## config.mk

```make
export PLATFORM = sky130hd
export DESIGN_NAME = wa_miss_ctrl
export DESIGN_NICKNAME = d
export VERILOG_FILES = /design/src/rtl/wa_pkg.sv /design/src/rtl/wa_alloc_decide.sv /design/src/rtl/wa_line_buf.sv /design/src/rtl/wa_ctl_fsm.sv /design/src/rtl/wa_miss_ctrl.sv
export SDC_FILE = /design/constraint.sdc
export NUM_CORES = 1
export LEC_CHECK = 0
export BUFFER_PORTS_ARGS = -buffer_cell sky130_fd_sc_hd__buf_2
export CAP_MARGIN = 5
export CORE_AREA = 4 4 231 233
export CTS_CLUSTER_DIAMETER = 80
export DETAILED_ROUTE_END_ITERATION = 6
export DIE_AREA = 0 0 235 237
export PLACE_DENSITY = 0.56
export SKIP_CTS_REPAIR_TIMING = 1
export SLEW_MARGIN = 10
export SYNTH_ARGS = -nofsm -noshare
export SYNTH_HDL_FRONTEND = slang
export SYNTH_SLANG_ARGS = --single-unit
```

## constraint.sdc

```tcl
create_clock -name clk -period 2.9 [get_ports clk]
set_input_delay 0.435 -clock clk [delete_from_list [all_inputs] [get_ports clk]]
set_output_delay 0.435 -clock clk [all_outputs]
set_load 0.03 [all_outputs]
```

## src/rtl/wa_pkg.sv

```systemverilog
package wa_pkg;

    localparam int CFG_W = 9;

    // Control register layout: flag bit 8, limit in 4 MB units at 7:1, hole enable at 0
    typedef struct packed {
        logic       flag;
        logic [6:0] limit4m;
        logic       hole_en;
    } wa_cfg_t;

    typedef enum logic [1:0] {
        MESI_I = 2'b00,
        MESI_S = 2'b01,
        MESI_E = 2'b10,
        MESI_M = 2'b11
    } mesi_e;

    typedef enum logic [2:0] {
        ST_IDLE,
        ST_RREQ,
        ST_RDATA,
        ST_FILL,
        ST_WREQ
    } ctl_state_e;

    localparam int UNIT_SH = 22;  // 4 MB granule
    localparam int MB_SH   = 20;  // 1 MB granule
    localparam int HOLE_MB = 15;

    function automatic mesi_e final_state(input logic wb, input logic pwt);
        return (wb && !pwt) ? MESI_M : MESI_S;
    endfunction

endpackage

```

## src/rtl/wa_alloc_decide.sv

```systemverilog
module wa_alloc_decide
    import wa_pkg::*;
#(
    parameter int ADDR_W = 32
) (
    input  logic [ADDR_W-MB_SH-1:0] addr_mb,
    input  logic                    cacheable,
    input  logic [6:0]              limit4m,
    input  logic                    hole_en,
    output logic                    alloc
);
    localparam int UNIT_W = ADDR_W - UNIT_SH;
    localparam int MB_W   = ADDR_W - MB_SH;

    logic [UNIT_W-1:0] addr_unit;
    logic              below_limit;
    logic              in_hole;

    assign addr_unit   = addr_mb[MB_W-1:UNIT_SH-MB_SH];
    assign below_limit = addr_unit < UNIT_W'(limit4m);
    assign in_hole     = hole_en && (addr_mb == MB_W'(HOLE_MB));
    assign alloc       = cacheable && (limit4m != '0) && below_limit && !in_hole;

endmodule

```

## src/rtl/wa_line_buf.sv

```systemverilog
module wa_line_buf #(
    parameter int BEAT_W = 64,
    parameter int BEATS  = 4
) (
    input  logic                      clk,
    input  logic                      beat_we,
    input  logic [$clog2(BEATS)-1:0]  beat_idx,
    input  logic [BEAT_W-1:0]         beat_data,
    input  logic [$clog2(BEATS)-1:0]  st_word,
    input  logic [BEAT_W-1:0]         st_data,
    input  logic [BEAT_W/8-1:0]       st_be,
    output logic [BEATS*BEAT_W-1:0]   line
);
    localparam int BE_W = BEAT_W / 8;

    logic [BEATS-1:0][BEAT_W-1:0] buf_q;
    logic [BEAT_W-1:0]            merged;
    logic                         hit_word;

    assign hit_word = (beat_idx == st_word);

    for (genvar b = 0; b < BE_W; b++) begin : g_byte
        assign merged[b*8 +: 8] = (hit_word && st_be[b]) ? st_data[b*8 +: 8]
                                                         : beat_data[b*8 +: 8];
    end

    always_ff @(posedge clk) begin
        if (beat_we) begin
            buf_q[beat_idx] <= merged;
        end
    end

    assign line = buf_q;

endmodule

```

## src/rtl/wa_ctl_fsm.sv

```systemverilog
module wa_ctl_fsm
    import wa_pkg::*;
#(
    parameter int BEATS = 4
) (
    input  logic                      clk,
    input  logic                      rst,
    input  logic                      start,
    input  logic                      start_alloc,
    input  logic                      mem_ack,
    input  logic                      mem_rvalid,
    input  logic                      attr_wb,
    input  logic                      attr_pwt,
    output logic                      idle,
    output logic                      rd_req,
    output logic                      wr_req,
    output logic                      beat_we,
    output logic [$clog2(BEATS)-1:0]  beat_idx,
    output logic                      fill_valid,
    output mesi_e                     fill_state
);
    localparam int IDX_W = $clog2(BEATS);
    localparam logic [IDX_W-1:0] LAST = IDX_W'(BEATS - 1);

    ctl_state_e           state_q;
    logic [IDX_W-1:0]     cnt_q;
    mesi_e                mesi_q;

    always_ff @(posedge clk) begin
        if (rst) begin
            state_q <= ST_IDLE;
            cnt_q   <= '0;
            mesi_q  <= MESI_I;
        end else begin
            case (state_q)
                ST_IDLE: begin
                    if (start) begin
                        state_q <= start_alloc ? ST_RREQ : ST_WREQ;
                    end
                end
                ST_RREQ: begin
                    if (mem_ack) begin
                        state_q <= ST_RDATA;
                        cnt_q   <= '0;
                    end
                end
                ST_RDATA: begin
                    if (mem_rvalid) begin
                        cnt_q <= cnt_q + 1'b1;
                        if (cnt_q == LAST) begin
                            state_q <= ST_FILL;
                            mesi_q  <= final_state(attr_wb, attr_pwt);
                        end
                    end
                end
                ST_FILL: begin
                    state_q <= (mesi_q == MESI_M) ? ST_IDLE : ST_WREQ;
                end
                ST_WREQ: begin
                    if (mem_ack) begin
                        state_q <= ST_IDLE;
                    end
                end
                default: state_q <= ST_IDLE;
            endcase
        end
    end

    assign idle       = (state_q == ST_IDLE);
    assign rd_req     = (state_q == ST_RREQ);
    assign wr_req     = (state_q == ST_WREQ);
    assign beat_we    = (state_q == ST_RDATA) && mem_rvalid;
    assign beat_idx   = cnt_q;
    assign fill_valid = (state_q == ST_FILL);
    assign fill_state = mesi_q;

endmodule

```

## src/rtl/wa_miss_ctrl.sv

```systemverilog
module wa_miss_ctrl
    import wa_pkg::*;
#(
    parameter int ADDR_W     = 32,
    parameter int BEAT_W     = 64,
    parameter int LINE_BYTES = 32
) (
    input  logic                         clk,
    input  logic                         rst,
    input  logic                         cfg_we,
    input  logic [CFG_W-1:0]             cfg_wdata,
    output logic [CFG_W-1:0]             cfg_rdata,
    input  logic                         st_valid,
    output logic                         st_ready,
    input  logic [ADDR_W-1:0]            st_addr,
    input  logic [BEAT_W-1:0]            st_data,
    input  logic [BEAT_W/8-1:0]          st_be,
    input  logic                         st_hit,
    input  logic                         st_cacheable,
    input  logic                         attr_wb,
    input  logic                         attr_pwt,
    output logic                         mem_req,
    output logic                         mem_burst,
    output logic                         mem_we,
    output logic [ADDR_W-1:0]            mem_addr,
    output logic [BEAT_W-1:0]            mem_wdata,
    output logic [BEAT_W/8-1:0]          mem_be,
    input  logic                         mem_ack,
    input  logic                         mem_rvalid,
    input  logic [BEAT_W-1:0]            mem_rdata,
    output logic                         fill_valid,
    output logic [ADDR_W-1:0]            fill_addr,
    output logic [LINE_BYTES*8-1:0]      fill_line,
    output logic [1:0]                   fill_state
);
    localparam int BE_W   = BEAT_W / 8;
    localparam int BEATS  = LINE_BYTES / BE_W;
    localparam int OFF_W  = $clog2(LINE_BYTES);
    localparam int BOFF_W = $clog2(BE_W);
    localparam int IDX_W  = $clog2(BEATS);

    wa_cfg_t             cfg_q;
    logic [ADDR_W-1:0]   pend_addr;
    logic [BEAT_W-1:0]   pend_data;
    logic [BE_W-1:0]     pend_be;
    logic                alloc_now;
    logic                start;
    logic                rd_req;
    logic                wr_req;
    logic                beat_we;
    logic [IDX_W-1:0]    beat_idx;
    mesi_e               fsm_state;
    logic [ADDR_W-1:0]   line_base;

    // control register
    always_ff @(posedge clk) begin
        if (rst) begin
            cfg_q <= '0;
        end else if (cfg_we) begin
            cfg_q <= wa_cfg_t'(cfg_wdata);
        end
    end
    assign cfg_rdata = cfg_q;

    assign start = st_valid && st_ready && !st_hit;

    wa_alloc_decide #(.ADDR_W(ADDR_W)) u_decide (
        .addr_mb   (st_addr[ADDR_W-1:MB_SH]),
        .cacheable (st_cacheable),
        .limit4m   (cfg_q.limit4m),
        .hole_en   (cfg_q.hole_en),
        .alloc     (alloc_now)
    );

    // pending store capture
    always_ff @(posedge clk) begin
        if (rst) begin
            pend_addr <= '0;
            pend_data <= '0;
            pend_be   <= '0;
        end else if (start) begin
            pend_addr <= st_addr;
            pend_data <= st_data;
            pend_be   <= st_be;
        end
    end

    wa_ctl_fsm #(.BEATS(BEATS)) u_fsm (
        .clk         (clk),
        .rst         (rst),
        .start       (start),
        .start_alloc (alloc_now),
        .mem_ack     (mem_ack),
        .mem_rvalid  (mem_rvalid),
        .attr_wb     (attr_wb),
        .attr_pwt    (attr_pwt),
        .idle        (st_ready),
        .rd_req      (rd_req),
        .wr_req      (wr_req),
        .beat_we     (beat_we),
        .beat_idx    (beat_idx),
        .fill_valid  (fill_valid),
        .fill_state  (fsm_state)
    );

    wa_line_buf #(.BEAT_W(BEAT_W), .BEATS(BEATS)) u_line (
        .clk       (clk),
        .beat_we   (beat_we),
        .beat_idx  (beat_idx),
        .beat_data (mem_rdata),
        .st_word   (pend_addr[OFF_W-1:BOFF_W]),
        .st_data   (pend_data),
        .st_be     (pend_be),
        .line      (fill_line)
    );

    assign line_base  = {pend_addr[ADDR_W-1:OFF_W], OFF_W'(0)};
    assign mem_req    = rd_req || wr_req;
    assign mem_burst  = rd_req;
    assign mem_we     = wr_req;
    assign mem_addr   = rd_req ? line_base : pend_addr;
    assign mem_wdata  = pend_data;
    assign mem_be     = wr_req ? pend_be : '0;
    assign fill_addr  = line_base;
    assign fill_state = fsm_state;

endmodule

```

* Word level (Yosys, flattened, before mapping)
Cells that the tools add are included.
** Word-level totals
- Flip-flop bits (word level) :: 376
- Input port bits :: 187
- Output and inout port bits :: 408
- Word-level logic and storage cells :: 82
** Cells by class
- Add/sub/neg operators :: 1
- Order comparisons :: 3
- Equality and inequality tests :: 13
- Muxes and demuxes :: 25
- Reductions and logical operators :: 27
** Operators by type and width (count)
- bitwise mux 256 bit :: 1
- demux 64 bit (select 2 bit) :: 1
- two-way mux 8 bit :: 9
- two-way mux 64 bit :: 1
- two-way mux 3 bit :: 7
- logical AND 1 bit :: 17
- case mux 3 bit (5 select lines) :: 1
- equality test 12 x 4 -> 1 bit (second input constant) :: 1
- less-than comparator 10 x 7 -> 1 bit :: 1
- nonzero test 7 bit :: 1
- equality test 3 x 2 -> 1 bit (second input constant) :: 2
- two-way mux 2 bit :: 3
- inequality test 2 bit (second input constant) :: 3
- AND reduction 3 bit :: 2
- two-way mux 5 bit :: 1
- AND reduction 5 bit :: 1
- equality test 2 bit (second input constant) :: 2
- inequality test 2 x 1 -> 1 bit (second input constant) :: 2
- case mux 2 bit (2 select lines) :: 1
- equality test 3 x 1 -> 1 bit (second input constant) :: 1
- equality test 3 bit (second input constant) :: 1
- logical NOT 1 bit :: 3
- logical NOT 3 bit :: 1
- less-than comparator 2 x 3 -> 1 bit (second input constant) :: 1
- other kinds (5) :: 5

* Depth between registers and ports, before layout
Gate-level depths: netlist of run 1.
- Word-level depth :: 7
- Gate-level depth with buffers :: 8
- Mapped depth without buffers :: 7

* Modules after synthesis
Synthesis of run 1 repeated with hierarchy kept, for this count alone.
** Unflattened totals
- Cells, all modules :: 968
- Area total of the unflattened synthesis :: 14664.1 µm²
** Modules (own cells, without submodules)
- wa_line_buf :: times used 1, cells an instance 335, area an instance 8553.2 µm², seq. area each 7687.4 µm²
- wa_miss_ctrl :: times used 1, cells an instance 555, area an instance 5471.5 µm², seq. area each 2262.2 µm²
- wa_ctl_fsm :: times used 1, cells an instance 49, area an instance 431.7 µm², seq. area each 140.1 µm²
- wa_alloc_decide :: times used 1, cells an instance 29, area an instance 207.7 µm², seq. area each 0.0 µm²

* Least setup slack after synthesis of run 1
Ideal clock, no wire load.
- Path kind :: reg-to-reg
- Start :: reg u_fsm.state_q[2]
- End :: reg u_line.buf_q (netlist bit u_line.line[0]), enable pin
- Library setup time :: 0.429 ns
- Arrival :: 2.418 ns
- Data required time :: 2.471 ns
- Slack :: 0.053 ns
- Stages on the path, launching flop included :: 6
- Path buffers :: 2
- Clock period less this slack :: 2.847 ns
- Path through :: dfxtp_1 buf_6 nor2_1 and3_1 clkbuf_1 and2_1
** On the way
- Longest elaborated chain between the ends :: 2
** Ends and longest elaborated chain
- start, declared :: line wa_ctl_fsm.sv:25 : ctl_state_e state_q;
- start signal, assigned :: line wa_ctl_fsm.sv:38 : state_q <= start_alloc ? ST_RREQ : ST_WREQ;
- start signal, assigned :: line wa_ctl_fsm.sv:57 : state_q <= (mesi_q == MESI_M) ? ST_IDLE : ST_WREQ;
- equality test 3 x 2 -> 1 bit :: line wa_ctl_fsm.sv:72 : assign beat_we = (state_q == ST_RDATA) && mem_rvalid;
- logical AND 1 bit :: line wa_ctl_fsm.sv:72
- end signal, assigned by index :: line wa_line_buf.sv:29 : buf_q[beat_idx] <= merged;
- end, declared :: line wa_line_buf.sv:16 : logic [BEATS-1:0][BEAT_W-1:0] buf_q;
Every way passes these cells.
A chain may end at the register's enable or synchronous reset.

* Worst setup path in the final report of run 1
- Start :: reg u_fsm.state_q[2]
- End :: out mem_be[2]
** On the way
- Longest elaborated chain between the ends :: 2
** Ends and longest elaborated chain
- equality test 3 bit :: line wa_ctl_fsm.sv:71 : assign wr_req = (state_q == ST_WREQ);
- two-way mux 8 bit :: line wa_miss_ctrl.sv:123 : assign mem_be = wr_req ? pend_be : '0;
- end, declared :: line wa_miss_ctrl.sv:27 : output logic [BEAT_W/8-1:0] mem_be,
Every way passes these cells.

==> key figures, run 1 <==
Run status
  • Outcome: completed

Timing
  • Final hold violation count: 0
  • Worst Setup Slack, final: just under 0.6 ns
  • Endpoints failing setup: 0
  • Fin crit period: 2.32 ns
  • Clock skew: around 0.018 ns
  • Setup TNS: 0 ns
  • Worst Tran Pin Value: between 0.7 and 0.8 ns
  • Pins Over Slew Limit: 0
  • Max Fclk: 432 MHz
  • Fin crit share: 79.9%
  • Unrepaired setup endpoints after global routing: false
  • Relative slew slack: approximately 52%

Final layout
  • Most frequent cells in the layout: buf_2 (588), edfxtp_1 (256), nand2_1 (212), dfxtp_1 (120), a21oi_1 (110)
  • Finished Core Util: 35.9%
  • Most common cell after layout, fill and taps aside: buf_2
  • Post-route insts no fill: roughly 2200
  • Nets: between 1500 and 2000
  • Area growth syn-to-layout: 35.1%
  • Filler Cell Count: between 5000 and 6000
  • Share of layout cells above drive strength 1: between 40% and 50%

Floorplan
  • Chip height: ~240 microns
  • Num rows: 83
  • DIE AREA: 55700 sq um
  • Initial core utilization: 26.6%
  • Core Footprint: 51200 sq um
  • Die width: 235 microns
  • Io pins: about 600

GRT
  • First-pass GRT wire length: around 67 mm
  • Antenna violations before repair: 8
  • Vias in the first global route: roughly 10000
  • Global route overflow: 0
  • Tot GR Track Use: about 16%
  • Largest net degree at the start of global routing: 107

Synthesis
  • Main flop type after synthesis: edfxtp_1
  • Synth Area in Compound Gates: about 4.6%
  • Avg Cell Area, Syn: about 14 sq um
  • Warnings from Yosys: 0
  • Gate count after technology mapping: between 900 and 1000
  • Mux contribution to synthesized area: 6.18%
  • FFs w/ async S/R, synth: 0%
  • Distinct cells, synth: 46
  • Simple-gate area share of the yosys netlist: about 8.8%
  • FF+latch count, synth: ~380
  • Count of flip-flops with a built-in enable after synthesis: 256
  • Main combinational cell family by area after synthesis: simple AND/OR/NAND/NOR gates
  • Cell Area, Synth: 13600 sq um
  • Adder-cell share of the synthesized area: 0.920%
  • Sequential fraction of the synthesis area: between 70% and 80%
  • Post-synthesis xor/xnor area fraction: less than 1%

Clock tree
  • CTS tree: built
  • Root buffer cell: clkbuf_16
  • Sinks on Clock Net: about 380
  • Later-pin clock latency in the skew report: ~0.54 ns
  • Max Root-Sink Buffers: 3
  • TritonCTS Buffers: 41
  • Htree depth: 2
  • CTS clk-pin slew, worst paths: ~0.060 ns

Setup path
  • CP Launch Type: flop
  • CP Capture Type: output port
  • WP data required: 2.47 ns
  • R2R cell count: 4
  • CP Cell Sequence: nor3b_2 -> buf_4 -> and2_1 -> buf_2
  • Crit-path max cell delay: 0.53 ns
  • Setup CP Type: flop to output port
  • Critical Path AT: 1.88 ns
  • CP max-delay cell: dfxtp_1
  • CP max FO: 9

Pwr
  • Sequential Power Share: 48.7%
  • Worst VDD drop: ~320 uV
  • Sw Pwr: 2.72 mW
  • Switching Share: 22.4%
  • Comb pwr share: 7.1%
  • Leakage power: 7.60 nW
  • Design internal power: around 9.4 mW
  • Power Dens Cells: approximately 660 nW/um^2
  • Clk pwr share: 44.2%

Routing
  • Final ANT Viol Nets: 0
  • Routed len/inst: ~21 microns
  • Initial DRT Pass Iterations: 5
  • DRT Wirelength: 46.7 mm
  • Routed vias: 9728
  • Residual DRC: 0
  • Initial DRC count: 470
  • DR vias/cell: 4.35

Min path
  • Hold Crit Depth: 3
  • Tightest Hold Check Type: input pin to flop

Placement
  • GPL Wtd Cong: between 0.7 and 0.8
  • DP Wirelength: 34.3 mm
  • Setup Slack @ Placement: 0.754 ns
  • Placed insts: between 2000 and 2500
  • # port buffers: 589

Run
  • Max-Cap Viols: 0
-- kinds of logic (layout without fill, tap and decap cells) --
kind of cell | Yosys count | in the layout
buffers and inverters | 109 | 687
adder cells (fa/ha/maj) | 10 | 10
XOR/XNOR | 2 | 2
AO/OA/AOI/OAI | 119 | 119
multiplexers | 76 | 76
flip-flops | 376 | 376
other | 1 | 9
AND/OR/NAND/NOR | 277 | 277
-- metal layers --
| layer | vias up | track usage (%) | wire length, microns |
|---|---|---|---|
| met4 | 4 | 3.78 | 957 |
| met5 | - | 0 | 24 |
| met1 | 4704 | 19.2 | 18700 |
| met2 | 491 | 28.2 | 23200 |
| met3 | 63 | 4.46 | 3750 |
| li1 | 4466 | - | - |
-- cell usage after synthesis (all sizes together) (2+ instances only) --
| cell | number | area share, % |
|---|---|---|
| edfxtp | 256 | 57 |
| nand2 | 221 | 6.2 |
| dfxtp | 120 | 18 |
| a21oi | 110 | 4.0 |
| buf | 82 | 4.4 |
| mux2 | 64 | 5.3 |
| clkbuf | 18 | 0.50 |
| nor2 | 17 | 0.52 |
| and2 | 13 | 0.61 |
| mux2i | 12 | 0.88 |
| ha | 10 | 0.92 |
| inv | 9 | 0.25 |
| nor2b | 8 | 0.37 |
| nor3 | 4 | 0.23 |
| nand3 | 2 | 0.074 |
| nor3b | 2 | 0.15 |
| nor4 | 2 | 0.14 |
| xor2 | 2 | 0.13 |
-- critical path, delay by kind of cell (launching register included) --
kind / cells / cell delay [ns]
flops: 1 / 0.53
simple gates: 2 / 0.41
buf+inv: 2 / 0.39
-- registers in the layout (all words and copies together) (netlist names) --
name / flops
pend_be: 8
cfg_rdata: 9
u_fsm.state_q: 3
u_line.line: 256
mem_wdata: 64
pend_addr: 32
u_fsm.beat_idx: 2
u_fsm.fill_state: 2
-- through the flow --
stage	hold slack [ns]	power [mW]	instance area, sq um
4_1_cts	0.0798	12.3	18400
5_1_grt	0.0853	12.6	18400
3_3_place_gp	0.440	6.87	17000
6_report	0.123	12.1	18400
2_1_floorplan	0.432	6.56	13600
3_5_place_dp	0.444	6.88	17000
-- area by class of cell --
| cell class | count | area, sq um | area share (%) |
|---|---|---|---|
| sequential | 376 | 10100 | 54.9 |
| timing repair buffer | 603 | 3140 | 17.1 |
| multi-input combinational | 489 | 2840 | 15.5 |
| clock buffer | 54 | 1160 | 6.30 |
| tap | 680 | 851 | 4.63 |
| clock inverter | 21 | 250 | 1.36 |
| inverter | 9 | 33.8 | 0.184 |
| antenna | 4 | 10.0 | 0.0545 |
-- worst paths after layout --
check | from | endpoint | slack, ns
worst max-delay path | u_fsm.state_q[2] | mem_be[2] | 0.58
worst min-delay path | st_addr[8] | pend_addr[8] | 0.12
worst max register to register | u_fsm.beat_idx[0] | u_line.line[255] | 0.78
worst min register to register | pend_addr[0] | pend_addr[0] | 0.45
-- power by group through the flow --
| stage | Clock [mW] | Combinational (mW) | Sequential [mW] |
|---|---|---|---|
| after floorplan | 0 | 0.478 | 6.08 |
| after global placement | 0 | 0.848 | 6.02 |
| after detailed placement | 0 | 0.863 | 6.02 |
| after CTS | 5.51 | 0.868 | 5.91 |
| after global routing | 5.75 | 0.927 | 5.91 |
| final | 5.35 | 0.857 | 5.90 |
(Power assumes the default switching activity.)
==> run 2, diff against run 1 <==
==> constraint.sdc (replaced) <==
create_clock -name clk -period 1.89 [get_ports clk]
set_input_delay 0.2835 -clock clk [delete_from_list [all_inputs] [get_ports clk]]
set_output_delay 0.2835 -clock clk [all_outputs]
set_load 0.03 [all_outputs]
==> run 2 against run 1 <==
The run now ends with negative setup slack left. Global-route usage shrank 0.29 points. Critical path depth grew 1. Final area rose by 8.4%. Critical path type unchanged. Critical endpoint is now mem_req. Largest cell class unchanged. Largest power group unchanged.
==> key figures, run 2 (synthesized netlist as in run 1, its figures left out) <==
Timing
  • Max Fclk: 508 MHz
  • Fin crit period: 1.97 ns
  • Endpoints failing setup: 13
  • Worst Setup Slack, final: -0.0800 ns
  • Worst Tran Pin Value: 0.597 ns
  • Pins Over Slew Limit: 0
  • Relative slew slack: 60.2%
  • Clock skew: 0.0178 ns
  • Final hold violation count: 0
  • Unrepaired setup endpoints after global routing: true
  • Fin crit share: 104%

Pwr
  • Leakage power: 8.23 nW
  • Worst VDD drop: about 510 uV
  • Power Dens Cells: 955 nW/um^2
  • Power, Total: 19.0 mW

Floorplan
  • Io pins: approximately 600
  • Initial core utilization: about a quarter
  • Die width: about 240 microns
  • Chip height: 237 microns
  • Core Footprint: ~51000 sq um
  • Num rows: 83
  • DIE AREA: around 56000 sq um

Run
  • Max-Cap Viols: 0

GRT
  • First-pass GRT wire length: ~66 mm
  • Global route overflow: 0
  • Antenna violations before repair: 2
  • Tot GR Track Use: 15.6%
  • Vias in the first global route: 10100
  • Largest net degree at the start of global routing: 77

Setup path
  • Setup CP Type: flop to output port
  • CP Capture Type: output port
  • Critical Path AT: about 1.7 ns
  • CP Launch Type: flop
  • WP data required: 1.61 ns
  • CP max FO: 9

Final layout
  • Post-route insts no fill: 2364
  • Final Instance Area: 19900 sq um
  • Finished Core Util: 38.9%
  • Share of layout cells above drive strength 1: 46.7%
  • Most common cell after layout, fill and taps aside: buf_2
  • Nets: 1847
  • Area growth syn-to-layout: 46.5%
  • Most frequent cells in the layout: buf_2 (573), edfxtp_1 (256), nand2_1 (212), dfxtp_1 (118), a21oi_1 (110)
  • Max reg flops: around 260

Placement
  • DP Wirelength: 34.3 mm
  • GPL Wtd Cong: approximately 0.83
  • Setup Slack @ Placement: -0.237 ns
  • # port buffers: just under 600
  • Placed insts: 2178
  • Cell area after placement: 17200 sq um

Run status
  • Failing checks: negative setup slack
  • Outcome: finished with violations

Routing
  • Routed len/inst: 20.0 microns
  • Final ANT Viol Nets: 0
  • DRT Wirelength: between 40 and 50 mm
  • DR vias/cell: 4.30
  • Residual DRC: 0
  • Initial DRC count: ~470
  • Routed vias: between 10000 and 15000
  • Initial DRT Pass Iterations: 4

Clock tree
  • Htree depth: 2
  • Root buffer cell: clkbuf_16
  • CTS clk-pin slew, worst paths: roughly 0.060 ns
  • Max Root-Sink Buffers: 3
  • Later-pin clock latency in the skew report: ~0.55 ns
  • CTS tree: built
  • Sinks on Clock Net: between 300 and 400
  • TritonCTS Buffers: 41

Min path
  • Tightest Hold Check Type: input pin to flop
==> run 2: cell count changes in the layout (fill, tap and decap cells not counted), sizes merged, moves of 3 or more <==
| cell | delta |
|---|---|
| dlygate4sd3 | +103 |
| clkinvlp | +3 |
| buf | +27 |
| diode | -3 |
==> run 2: area by class of cell <==
class,instances,area [sq um]
diodes,1,2.50
clock buffers,52,1100
clock inverters,24,334
fillers,4848,31300
inverters,9,33.8
multi-input cells,489,2890
flip-flops and latches,376,10100
well taps,680,851
repair buffers,733,4630
==> run 2: layer usage <==
layer | share of wire (%) | GRT usage [%] | wire length [microns] | vias to the layer above
met2 | 52 | 28.0 | 24400 | 474
li1 | - | - | - | 4708
met5 | 0.044 | 0 | 21 | -
met3 | 8.2 | 4.85 | 3870 | 61
met4 | 1.8 | 4.51 | 848 | 4
met1 | 38 | 18.0 | 18200 | 4913
==> run 2: path summary, 6_finish.rpt <==
path | slack [ns] | from | to | cells after the start
worst max-delay path | -0.08 | u_fsm.state_q[0] | mem_req | 5
worst min-delay path | 0.01 | st_data[31] | mem_wdata[31] | 3
worst max register to register | 0.10 | pend_addr[4] | u_line.line[139] | 5
worst min register to register | 0.45 | pend_addr[2] | pend_addr[2] | 2
==> run 2: report_power, final <==
group	leakage, nW	total [mW]	internal [mW]	switching, mW
logic	4.26	1.58	0.672	0.913
clock network	0.690	8.40	5.11	3.28
registers	3.28	9.05	8.93	0.113
total	8.23	19.0	14.7	4.31
==> run 2: worst max-delay path, cell delays in order, from the launching register on <==
cell,delay [ns]
dfxtp_2,0.32
buf_6,0.13
nor3b_4,0.15
buf_12,0.14
or2_4,0.25
buf_6,0.14
==> run 2: metrics by stage <==
step / hold slack [ns] / setup TNS [ns]
after floorplan: 0.419 / -52.44
after CTS: -0.0781 / -47.36
after detailed placement: 0.447 / -39.70
after global routing: 0.000748 / -2.23
after global placement: 0.441 / -43.19
final: 0.0118 / -0.744
==> run 3, diff against run 2 <==
--- a/config.mk
+++ b/config.mk
@@ -7,11 +7,11 @@
 export LEC_CHECK = 0
 export BUFFER_PORTS_ARGS = -buffer_cell sky130_fd_sc_hd__buf_2
 export CAP_MARGIN = 5
-export CORE_AREA = 4 4 231 233
+export CORE_AREA = 4 4 227 229
 export CTS_CLUSTER_DIAMETER = 80
 export DETAILED_ROUTE_END_ITERATION = 6
-export DIE_AREA = 0 0 235 237
-export PLACE_DENSITY = 0.56
+export DIE_AREA = 0 0 231 233
+export PLACE_DENSITY = 0.55
 export SKIP_CTS_REPAIR_TIMING = 1
 export SLEW_MARGIN = 10
 export SYNTH_ARGS = -nofsm -noshare
==> constraint.sdc (replaced) <==
create_clock -name clk -period 2.13 [get_ports clk]
set_input_delay 0.3195 -clock clk [delete_from_list [all_inputs] [get_ports clk]]
set_output_delay 0.3195 -clock clk [all_outputs]
set_load 0.03 [all_outputs]
==> run 3 against run 2 <==
Utilization shrank 0.69 points. Clock power is 13% lower. Critical path depth decreased by 1. The flow now finishes without violations. Largest power group unchanged.
==> key figures, run 3 (synthesized netlist as in run 1, its figures left out) <==
GRT
  • Vias in the first global route: 10000
  • Grt peak-use layer: met2
  • GRT met3 Usage: 5.13%
  • Antenna violations before repair: 4
  • Met2 usage in global routing: 28.9%
  • M1 GR Usage: roughly a fifth
  • Largest net degree at the start of global routing: 63
  • Global route overflow: 0
  • Tot GR Track Use: 16.4%
  • First-pass GRT wire length: between 60 and 70 mm

Floorplan
  • Die width: 231 microns
  • Core Footprint: just under 50000 sq um
  • DIE AREA: 53800 sq um
  • Num rows: 82
  • Io pins: 595
  • Chip height: 233 microns
  • Initial core utilization: 27.4%

Clock tree
  • Sinks on Clock Net: 376
  • Root buffer cell: clkbuf_16
  • Htree depth: 2
  • Max Root-Sink Buffers: 3
  • TritonCTS Buffers: 43
  • CTS clk-pin slew, worst paths: 0.05 ns
  • Later-pin clock latency in the skew report: 0.55 ns
  • CTS tree: built

Min path
  • Hold Crit Depth: 3
  • Hold EP: pend_be[2]
  • Tightest Hold Check Type: input pin to flop
  • Worst Min Path Start: st_be[2]

Final layout
  • Nets: 1765
  • Most common cell after layout, fill and taps aside: buf_2
  • Max reg flops: roughly 260
  • Share of layout cells above drive strength 1: 47.3%
  • Most frequent cells in the layout: buf_2 (581), edfxtp_1 (256), nand2_1 (212), dfxtp_1 (117), a21oi_1 (110)
  • Area growth syn-to-layout: 39.6%

Setup path
  • R2R cell count: 5
  • Critical Path AT: 1.74 ns
  • R2r endpoint: u_line.line[156]
  • WP data required: 1.81 ns
  • CP max FO: 8
  • Startpoint of the worst register-to-register path: u_fsm.beat_idx[0]
  • CP Capture Type: output port
  • CP Launch Type: flop
  • Setup CP Type: flop to output port
  • R2r setup slk: 0.27 ns

Pwr
  • Sequential Power Share: about 48%
  • Worst VDD drop: 468 uV
  • Sw Pwr: 3.82 mW
  • Switching Share: a little under a quarter
  • Comb pwr share: under 10%
  • Clk pwr share: 44.1%
  • Power Dens Cells: 876 nW/um^2
  • Leakage power: roughly 8 nW
  • Design internal power: 12.8 mW
  • Power, Total: 16.6 mW

Timing
  • Fin crit share: 96.8%
  • Relative slew slack: 61.1%
  • Unrepaired setup endpoints after global routing: true
  • Max Fclk: 485 MHz
  • Setup TNS: 0 ns
  • Fin crit period: 2.06 ns
  • Worst Tran Pin Value: between 0.5 and 0.6 ns
  • Final hold violation count: 0
  • Endpoints failing setup: 0
  • Worst Setup Slack, final: 0.0687 ns
  • Pins Over Slew Limit: 0
  • Clock skew: ~0.022 ns

Placement
  • Setup Slack @ Placement: between 0.0004 and 0.0005 ns
  • DP Wirelength: 34.2 mm
  • GPL Wtd Cong: 0.822
  • # port buffers: 589

Routing
  • Routed len/inst: 20.7 microns
  • Initial DRT Pass Iterations: 5
  • Routed vias: 9873
  • DRT Wirelength: 47.1 mm
  • DR vias/cell: 4.34
  • Initial DRC count: 463
  • Residual DRC: 0
  • Final ANT Viol Nets: 0

Run
  • Max-Cap Viols: 0

Run status
  • Outcome: completed
run 3: changes by cell type in the layout (fill, tap and decap cells not counted), sizes merged:
cell         previous run  this run
clkinvlp                3         2
buf                   630       605
bufinv                  7         4
clkbuf                 52        61
dlygate4sd3           103        40
diode                   1         2
clkinv                 11        13
run 3: how the worst max path moves through the flow:
stage	from	to	slack [ns]	cells past startpoint
floorplan	u_fsm.state_q[2]	u_line.line[0]	-0.03	5
global placement	u_fsm.beat_idx[0]	u_line.line[63]	0.04	4
detailed placement	u_fsm.beat_idx[0]	u_line.line[39]	0.0005	4
CTS	u_fsm.state_q[2]	mem_be[5]	-0.25	4
global route	u_fsm.state_q[2]	mem_be[5]	-0.007	4
finish	u_fsm.state_q[2]	mem_be[5]	0.07	4
run 3: metal layers:
layer  wire, microns  share of wire (%)
met5              27              0.057
met2           23800                 50
met4            1190                2.5
met1           18100                 39
met3            3980                8.5
run 3: metrics by stage:
step | std cells | instance area, sq um | hold slack (ns) | utilization [%]
6_report | 2276 | 19000 | 0.0104 | 38.2
3_5_place_dp | 2153 | 17100 | 0.442 | 34.4
2_1_floorplan | 974 | 13600 | 0.432 | -
3_3_place_gp | 2153 | 17100 | 0.439 | 34.4
5_1_grt | 2276 | 19000 | -0.00380 | 38.2
4_1_cts | 2232 | 18500 | -0.0440 | 37.3
run 3: layout make-up:
type | count | area (sq um)
Antenna cell | 2 | 5.00
Inverter | 9 | 33.8
Clock inverter | 22 | 241
Tap cell | 672 | 841
Clock buffer | 57 | 1180
Fill cell | 4867 | 30700
Timing Repair Buffer | 649 | 3720
Sequential cell | 376 | 10100
Multi-Input combinational cell | 489 | 2860
run 3: power by group through the flow:
stage	Clock, mW	Combinational [mW]	Sequential [mW]
6_report	7.33	1.28	8.02
3_5_place_dp	0	1.21	8.18
2_1_floorplan	0	0.650	8.28
3_3_place_gp	0	1.19	8.18
4_1_cts	7.56	1.22	8.03
5_1_grt	7.88	1.38	8.03
run 3: worst max-delay path: stages (launching register included):
cell	delay [ns]
dfxtp_4	0.40
nor3b_4	0.22
buf_6	0.21
and2_4	0.18
clkbuf_4	0.18
